`src/rtl/phyreg_pkg.sv`:
```
`timescale 1ns/1ps
package phyreg_pkg;
   // power/DLL register field positions
   localparam int PWR_BIT     = 0;
   localparam int DLL_BIT     = 1;
   localparam int DRV_LSB     = 4;
   localparam int DRV_W       = 3;
   // DLL band / tap-delay register field positions
   localparam int OTSEL_LSB   = 7;
   localparam int OTSEL_W     = 4;
   localparam int OTEN_BIT    = 11;
   localparam int FSEL_LSB    = 12;
   localparam int FSEL_W      = 2;
   // status word bit positions
   localparam int DLLRDY_BIT  = 5;
   localparam int CAL_BIT     = 6;
   // highest control bit any decoded field needs
   localparam int FIELD_TOP   = FSEL_LSB + FSEL_W;
endpackage

```
`src/rtl/phyreg_masked_reg.sv`:
```
`timescale 1ns/1ps
module phyreg_masked_reg #(
   parameter int             W       = 16,
   parameter logic [W-1:0]   RST_VAL = '0
) (
   input  logic         clk,
   input  logic         rst_n,
   input  logic         wr_en,
   input  logic [W-1:0] wr_val,
   input  logic [W-1:0] wr_mask,
   output logic [W-1:0] q
);
   // one flop per bit, each with its own enable from the mask
   for (genvar b = 0; b < W; b++) begin : g_bit
      logic bit_q;
      always_ff @(posedge clk or negedge rst_n) begin
         if (!rst_n)
            bit_q <= RST_VAL[b];
         else if (wr_en && wr_mask[b])
            bit_q <= wr_val[b];
      end
      assign q[b] = bit_q;
   end
endmodule

```
`src/rtl/phyreg_decode.sv`:
```
`timescale 1ns/1ps
module phyreg_decode #(
   parameter int ADDR_W    = 8,
   parameter int NUM_CTL   = 7,
   parameter int STAT_WORD = 8,
   parameter int IDX_W     = 3
) (
   input  logic [ADDR_W-1:0]  addr,
   input  logic               we,
   output logic [NUM_CTL-1:0] wr_sel,
   output logic [IDX_W-1:0]   ctl_idx,
   output logic               ctl_hit,
   output logic               stat_hit
);
   localparam int WORD_W = ADDR_W - 2;

   logic              aligned;
   logic [WORD_W-1:0] word;

   assign aligned  = (addr[1:0] == 2'b00);
   assign word     = addr[ADDR_W-1:2];
   assign ctl_hit  = aligned && (word < WORD_W'(NUM_CTL));
   assign stat_hit = aligned && (word == WORD_W'(STAT_WORD));
   assign ctl_idx  = word[IDX_W-1:0];

   for (genvar i = 0; i < NUM_CTL; i++) begin : g_sel
      assign wr_sel[i] = we && aligned && (word == WORD_W'(i));
   end
endmodule

```
`src/rtl/phyreg_rdmux.sv`:
```
`timescale 1ns/1ps
module phyreg_rdmux #(
   parameter int DATA_W  = 32,
   parameter int HALF    = 16,
   parameter int NUM_CTL = 7,
   parameter int IDX_W   = 3
) (
   input  logic                    clk,
   input  logic                    rst_n,
   input  logic [NUM_CTL*HALF-1:0] ctl_flat,
   input  logic [IDX_W-1:0]        ctl_idx,
   input  logic                    ctl_hit,
   input  logic                    stat_hit,
   input  logic [HALF-1:0]         stat_word,
   output logic [DATA_W-1:0]       rdata
);
   logic [HALF-1:0]   sel;
   logic [DATA_W-1:0] rd_next;

   always_comb begin
      sel = '0;
      for (int i = 0; i < NUM_CTL; i++) begin
         if (ctl_idx == IDX_W'(i))
            sel = ctl_flat[i*HALF +: HALF];
      end
   end

   // upper half is never stored, so it is zero-filled here
   always_comb begin
      if (ctl_hit)
         rd_next = DATA_W'(sel);
      else if (stat_hit)
         rd_next = DATA_W'(stat_word);
      else
         rd_next = '0;
   end

   always_ff @(posedge clk or negedge rst_n) begin
      if (!rst_n)
         rdata <= '0;
      else
         rdata <= rd_next;
   end
endmodule

```
`src/rtl/phy_ctl_regbank.sv`:
```
`timescale 1ns/1ps
module phy_ctl_regbank
   import phyreg_pkg::*;
#(
   parameter int DATA_W      = 32,
   parameter int ADDR_W      = 8,
   parameter int NUM_CTL     = 7,
   parameter int STAT_OFFSET = 32,
   parameter int FREQ_REG    = 0,
   parameter int PWR_REG     = 6
) (
   input  logic              clk,
   input  logic              rst_n,
   input  logic [ADDR_W-1:0] bus_addr,
   input  logic [DATA_W-1:0] bus_wdata,
   input  logic              bus_we,
   output logic [DATA_W-1:0] bus_rdata,
   input  logic              stat_cal_done,
   input  logic              stat_dll_ready,
   output logic              pwr_on,
   output logic              dll_en,
   output logic [DRV_W-1:0]  drv_str,
   output logic [FSEL_W-1:0] freq_sel,
   output logic              otap_en,
   output logic [OTSEL_W-1:0] otap_sel
);
   localparam int HALF      = DATA_W / 2;
   localparam int IDX_W     = (NUM_CTL > 1) ? $clog2(NUM_CTL) : 1;
   localparam int STAT_WORD = STAT_OFFSET / 4;

   // elaboration-time parameter checks
   if (DATA_W != 2 * HALF) begin : g_bad_width
      $error("DATA_W must be even");
   end
   if (HALF < FIELD_TOP) begin : g_bad_half
      $error("lower half too narrow for the decoded fields");
   end
   if (NUM_CTL < 2) begin : g_bad_count
      $error("NUM_CTL must be at least 2");
   end
   if ((STAT_OFFSET % 4) != 0 || STAT_WORD < NUM_CTL) begin : g_bad_stat
      $error("status offset must be word aligned and above the control words");
   end
   if (STAT_OFFSET >= (1 << ADDR_W)) begin : g_bad_addr
      $error("status offset outside the address space");
   end
   if (FREQ_REG >= NUM_CTL || PWR_REG >= NUM_CTL || FREQ_REG == PWR_REG) begin : g_bad_map
      $error("field registers must be distinct and inside the bank");
   end

   logic [NUM_CTL-1:0]      wr_sel;
   logic [IDX_W-1:0]        ctl_idx;
   logic                    ctl_hit;
   logic                    stat_hit;
   logic [HALF-1:0]         ctl_q [NUM_CTL];
   logic [NUM_CTL*HALF-1:0] ctl_flat;
   logic [HALF-1:0]         stat_word;

   phyreg_decode #(
      .ADDR_W    (ADDR_W),
      .NUM_CTL   (NUM_CTL),
      .STAT_WORD (STAT_WORD),
      .IDX_W     (IDX_W)
   ) i_decode (
      .addr     (bus_addr),
      .we       (bus_we),
      .wr_sel   (wr_sel),
      .ctl_idx  (ctl_idx),
      .ctl_hit  (ctl_hit),
      .stat_hit (stat_hit)
   );

   for (genvar r = 0; r < NUM_CTL; r++) begin : g_reg
      phyreg_masked_reg #(
         .W       (HALF),
         .RST_VAL ('0)
      ) i_reg (
         .clk     (clk),
         .rst_n   (rst_n),
         .wr_en   (wr_sel[r]),
         .wr_val  (bus_wdata[HALF-1:0]),
         .wr_mask (bus_wdata[DATA_W-1:HALF]),
         .q       (ctl_q[r])
      );
      assign ctl_flat[r*HALF +: HALF] = ctl_q[r];
   end

   always_comb begin
      stat_word             = '0;
      stat_word[CAL_BIT]    = stat_cal_done;
      stat_word[DLLRDY_BIT] = stat_dll_ready;
   end

   phyreg_rdmux #(
      .DATA_W  (DATA_W),
      .HALF    (HALF),
      .NUM_CTL (NUM_CTL),
      .IDX_W   (IDX_W)
   ) i_rdmux (
      .clk       (clk),
      .rst_n     (rst_n),
      .ctl_flat  (ctl_flat),
      .ctl_idx   (ctl_idx),
      .ctl_hit   (ctl_hit),
      .stat_hit  (stat_hit),
      .stat_word (stat_word),
      .rdata     (bus_rdata)
   );

   // decoded PHY control fields
   assign pwr_on   = ctl_q[PWR_REG][PWR_BIT];
   assign dll_en   = ctl_q[PWR_REG][DLL_BIT];
   assign drv_str  = ctl_q[PWR_REG][DRV_LSB +: DRV_W];
   assign freq_sel = ctl_q[FREQ_REG][FSEL_LSB +: FSEL_W];
   assign otap_en  = ctl_q[FREQ_REG][OTEN_BIT];
   assign otap_sel = ctl_q[FREQ_REG][OTSEL_LSB +: OTSEL_W];
endmodule

```
`config.mk`:
```
export PLATFORM = sky130hd
export DESIGN_NAME = phy_ctl_regbank
export DESIGN_NICKNAME = d
export VERILOG_FILES = /design/src/rtl/phyreg_pkg.sv /design/src/rtl/phyreg_masked_reg.sv /design/src/rtl/phyreg_decode.sv /design/src/rtl/phyreg_rdmux.sv /design/src/rtl/phy_ctl_regbank.sv
export SDC_FILE = /design/constraint.sdc
export NUM_CORES = 1
export LEC_CHECK = 0
export ABC_AREA = 0
export BUFFER_PORTS_ARGS = -buffer_cell sky130_fd_sc_hd__buf_2
export CAP_MARGIN = 20
export CORE_MARGIN = 5
export CORE_UTILIZATION = 45
export DETAILED_ROUTE_END_ITERATION = 8
export PLACE_DENSITY = 0.64
export SLEW_MARGIN = 25
export SYNTH_ARGS = -nofsm -noshare
export SYNTH_HDL_FRONTEND = slang
export SYNTH_HIERARCHICAL = 1
export SYNTH_SLANG_ARGS = --single-unit
```
`constraint.sdc`:
```
create_clock -name clk -period 2.5 [get_ports clk]
set_input_delay 0.75 -clock clk [delete_from_list [all_inputs] [get_ports clk]]
set_output_delay 0.75 -clock clk [all_outputs]
set_load 0.05 [all_outputs]
```
==> run summary <==
WL per Instance -> 19.0 um
Setup violators final -> 0
Nets -> 721
Sw frac -> 23.2%
Worst-skew pair later-pin latency -> 0.41 ns
Via density -> 5.32
Net switching power -> 1.18 mW
Combinational power share -> 8.6%
Mapped Avg Cell Area -> 10.8 um^2
Synth unique cells -> 39
PortBufs -> 72
Seq cells post-synth -> 128
Critical path's largest stage delay -> 0.62 ns
GR Layer Usage met1 -> 24.7%
Worst Setup End Kind -> flop
Clock Power Share -> 49.2%
Chip width -> 139 um
RSZ-0062 raised after global routing -> no
CTS Hold Bufs -> 0
Global-route wire length before repair -> 28200 um
Gpl congestion -> 0.857
Post-CTS setup buffers -> 0
Crit share post-route -> 85.9%
Post-cts sizing count -> 0
TritonCTS buffer count -> 17
Synth Flop Type -> dfrtp_1
Worst-path fanout max -> 16
Routed Antenna Nets -> 0
Syn Inst Count -> 696
Final hold vios -> 0
Seq/Total Area, Yosys -> 42.6%
Yosys warning count -> 6
Largest net degree at the start of global routing -> 41
Crit path cell chain -> buf_2, or4_4, a311oi_2, buf_4, o21a_1, a32o_1
Vias in the first global route -> 5207
Final setup skew -> 0.00601 ns
GRT Max-Usage Layer -> met2
CP Class -> input pin to flop
GR Overflow Total -> 0
Flop pwr share -> 42.2%
Initial antenna violation count -> 0
Core ar. -> 0.0165 mm^2
M3 GR Usage -> 4.36%
CTS Root Cell -> clkbuf_16
Leakage -> 3.91 nW
Top Ports -> 89
Tot Pwr -> 5.11 mW
Final hold slack -> 0.329 ns
Vias -> 4825
Setup WS pre-CTS -> -0.0466 ns
Delay-heaviest family, CP -> compound AO/OA/AOI/OAI gates
Asr flop ratio synth -> 100%
Post-route minimum period -> 2.15 ns
Final WL -> 17200 um
Outcome -> completed
Setup WS post-layout -> 0.352 ns
Slew Limit Fails -> 0
GR Util All Layers -> 18.2%
Fmax achieved -> 0.466 GHz
Chip height -> 139 um
Post-synth EDFFs -> 0
Crit path launch type -> input pin
Netlist Area Pre-Place -> 0.00752 mm^2
Remaining DRCs -> 0
Worst-margin pin slew -> 0.624 ns
Ant diodes -> 0
Design Area, Final -> 0.00789 mm^2
Clk slew on worst S/H paths -> 0.06 ns
Row cnt -> 47
Max cap viols -> 0
Slowest CP cell -> or4_4
CTS tree -> built
Post-DP Area -> 0.00729 mm^2
Die ar. -> 0.0194 mm^2
Total clock sinks -> 128
VDD IR max -> 500 uV
Iter 0 DRT Violations -> 375
Pint -> 3.92 mW
Initial Util -> 45.6%
WP buf/inv -> 2
Max Root-Sink Buffers -> 2
Pre-antenna DRT Iters -> 5
M2 GR Usage -> 29.5%
Hpwl dp -> 11600 um
Data required time of the worst path -> 2.85 ns
Worst hold-check path type -> input pin to asynchronous set/reset pin
Synthesis-to-finish area growth -> 4.93%
Fraction of layout cells with a size suffix above 1 -> 37.1%
Critical Path AT -> 2.49 ns
Power density over the cells -> 648 mW/mm^2
Max transition margin -> 58.3%
CTS H-tree depth -> 4
-- state kept, by name, summed over array words and instances, names as in the netlist --
register and count:
g.i_reg/g_bit.bit_q 112, i_rdmux/rdata 16
-- metal layers --
metal / vias to the layer above / share of wire (%)
li1: 2184 / -
met1: 2469 / 45
met2: 154 / 48
met3: 18 / 5.0
met4: 0 / 1.5
met5: - / 0
-- cells in the final DEF, fill, tap and decap left out, types with 4 or more instances in the layout --
cell type,instances
clkbuf_8,4
mux2_4,70
o22ai_1,7
nor2_1,8
o21a_1,7
a22oi_1,14
buf_4,24
nand3_1,8
conb_1,30
a21oi_1,22
nand3b_1,8
dfrtp_1,128
clkbuf_16,17
nand2_1,140
a221oi_1,7
mux2_2,42
o21ai_0,18
nor3_2,5
buf_2,71
a31o_1,6
a32o_1,8
buf_12,5
nor2b_1,5
-- worst paths after layout --
check | start | end | slack (ns) | cells after the start
max | bus_addr[7] | i_rdmux/rdata[3] | 0.35 | 6
min | rst_n | g_reg[0].i_reg/g_bit[3].bit_q | 0.33 | 1
max reg2reg | g_reg[0].i_reg/g_bit[14].bit_q | i_rdmux/rdata[14] | 1.29 | 4
min reg2reg | g_reg[6].i_reg/g_bit[13].bit_q | g_reg[6].i_reg/g_bit[13].bit_q | 0.50 | 1
max in group asynchronous | rst_n | g_reg[3].i_reg/g_bit[6].bit_q | 1.53 | 2
min in group clk | g_reg[6].i_reg/g_bit[13].bit_q | g_reg[6].i_reg/g_bit[13].bit_q | 0.50 | 1
-- stage by stage --
stage	std cells	utilization, %	setup TNS (ns)
2_1_floorplan	724	-	0
3_3_place_gp	877	44.3	-0.0162
3_5_place_dp	877	44.3	-0.874
4_1_cts	907	47.9	0
5_1_grt	907	47.9	0
6_report	907	47.9	0
-- synthesized netlist by cell type, types with 3 or more instances --
cell / n / area share, %
a32o_1: 8 / 1.1
o21ai_0: 18 / 1.2
dfrtp_1: 128 / 43
o21a_1: 7 / 0.70
a21oi_1: 22 / 1.5
nand2_1: 140 / 7.0
nand2b_1: 3 / 0.25
clkbuf_1: 3 / 0.15
a221oi_1: 7 / 0.82
a22oi_1: 14 / 1.4
buf_4: 134 / 13
buf_2: 10 / 0.67
o22ai_1: 7 / 0.58
nand3b_1: 8 / 0.80
nor3_1: 6 / 0.40
nor4_1: 3 / 0.25
nand3_1: 8 / 0.53
nor2_1: 8 / 0.40
mux2_2: 42 / 6.3
mux2_4: 70 / 14
buf_6: 19 / 2.8
nor2b_1: 5 / 0.42
a31o_1: 6 / 0.70
-- logic make-up after synthesis --
family	synth area share [%]
other	0.0999
muxes	20.5
AOI/OAI and AO/OA	8.87
and+or+nand+nor	10.7
DFF	42.6
buffers and inverters	17.2
-- power by group through the flow --
| stage | logic [mW] | clock network, mW | registers [mW] |
|---|---|---|---|
| after floorplan | 0.333 | 0 | 2.19 |
| after global placement | 0.428 | 0 | 2.19 |
| after detailed placement | 0.437 | 0 | 2.19 |
| after CTS | 0.440 | 2.56 | 2.15 |
| after global routing | 0.479 | 2.66 | 2.16 |
| final | 0.439 | 2.51 | 2.15 |
-- final cells by class --
cell class / instances / area (um^2)
clock buffer: 24 / 492
clock inverter: 6 / 105
fill: 1510 / 8580
inverter: 2 / 7.51
multi-input combinational: 427 / 3170
sequential: 128 / 3200
tap: 220 / 275
timing repair buffer: 100 / 636
No activity file was read; power rests on OpenSTA's default activity.
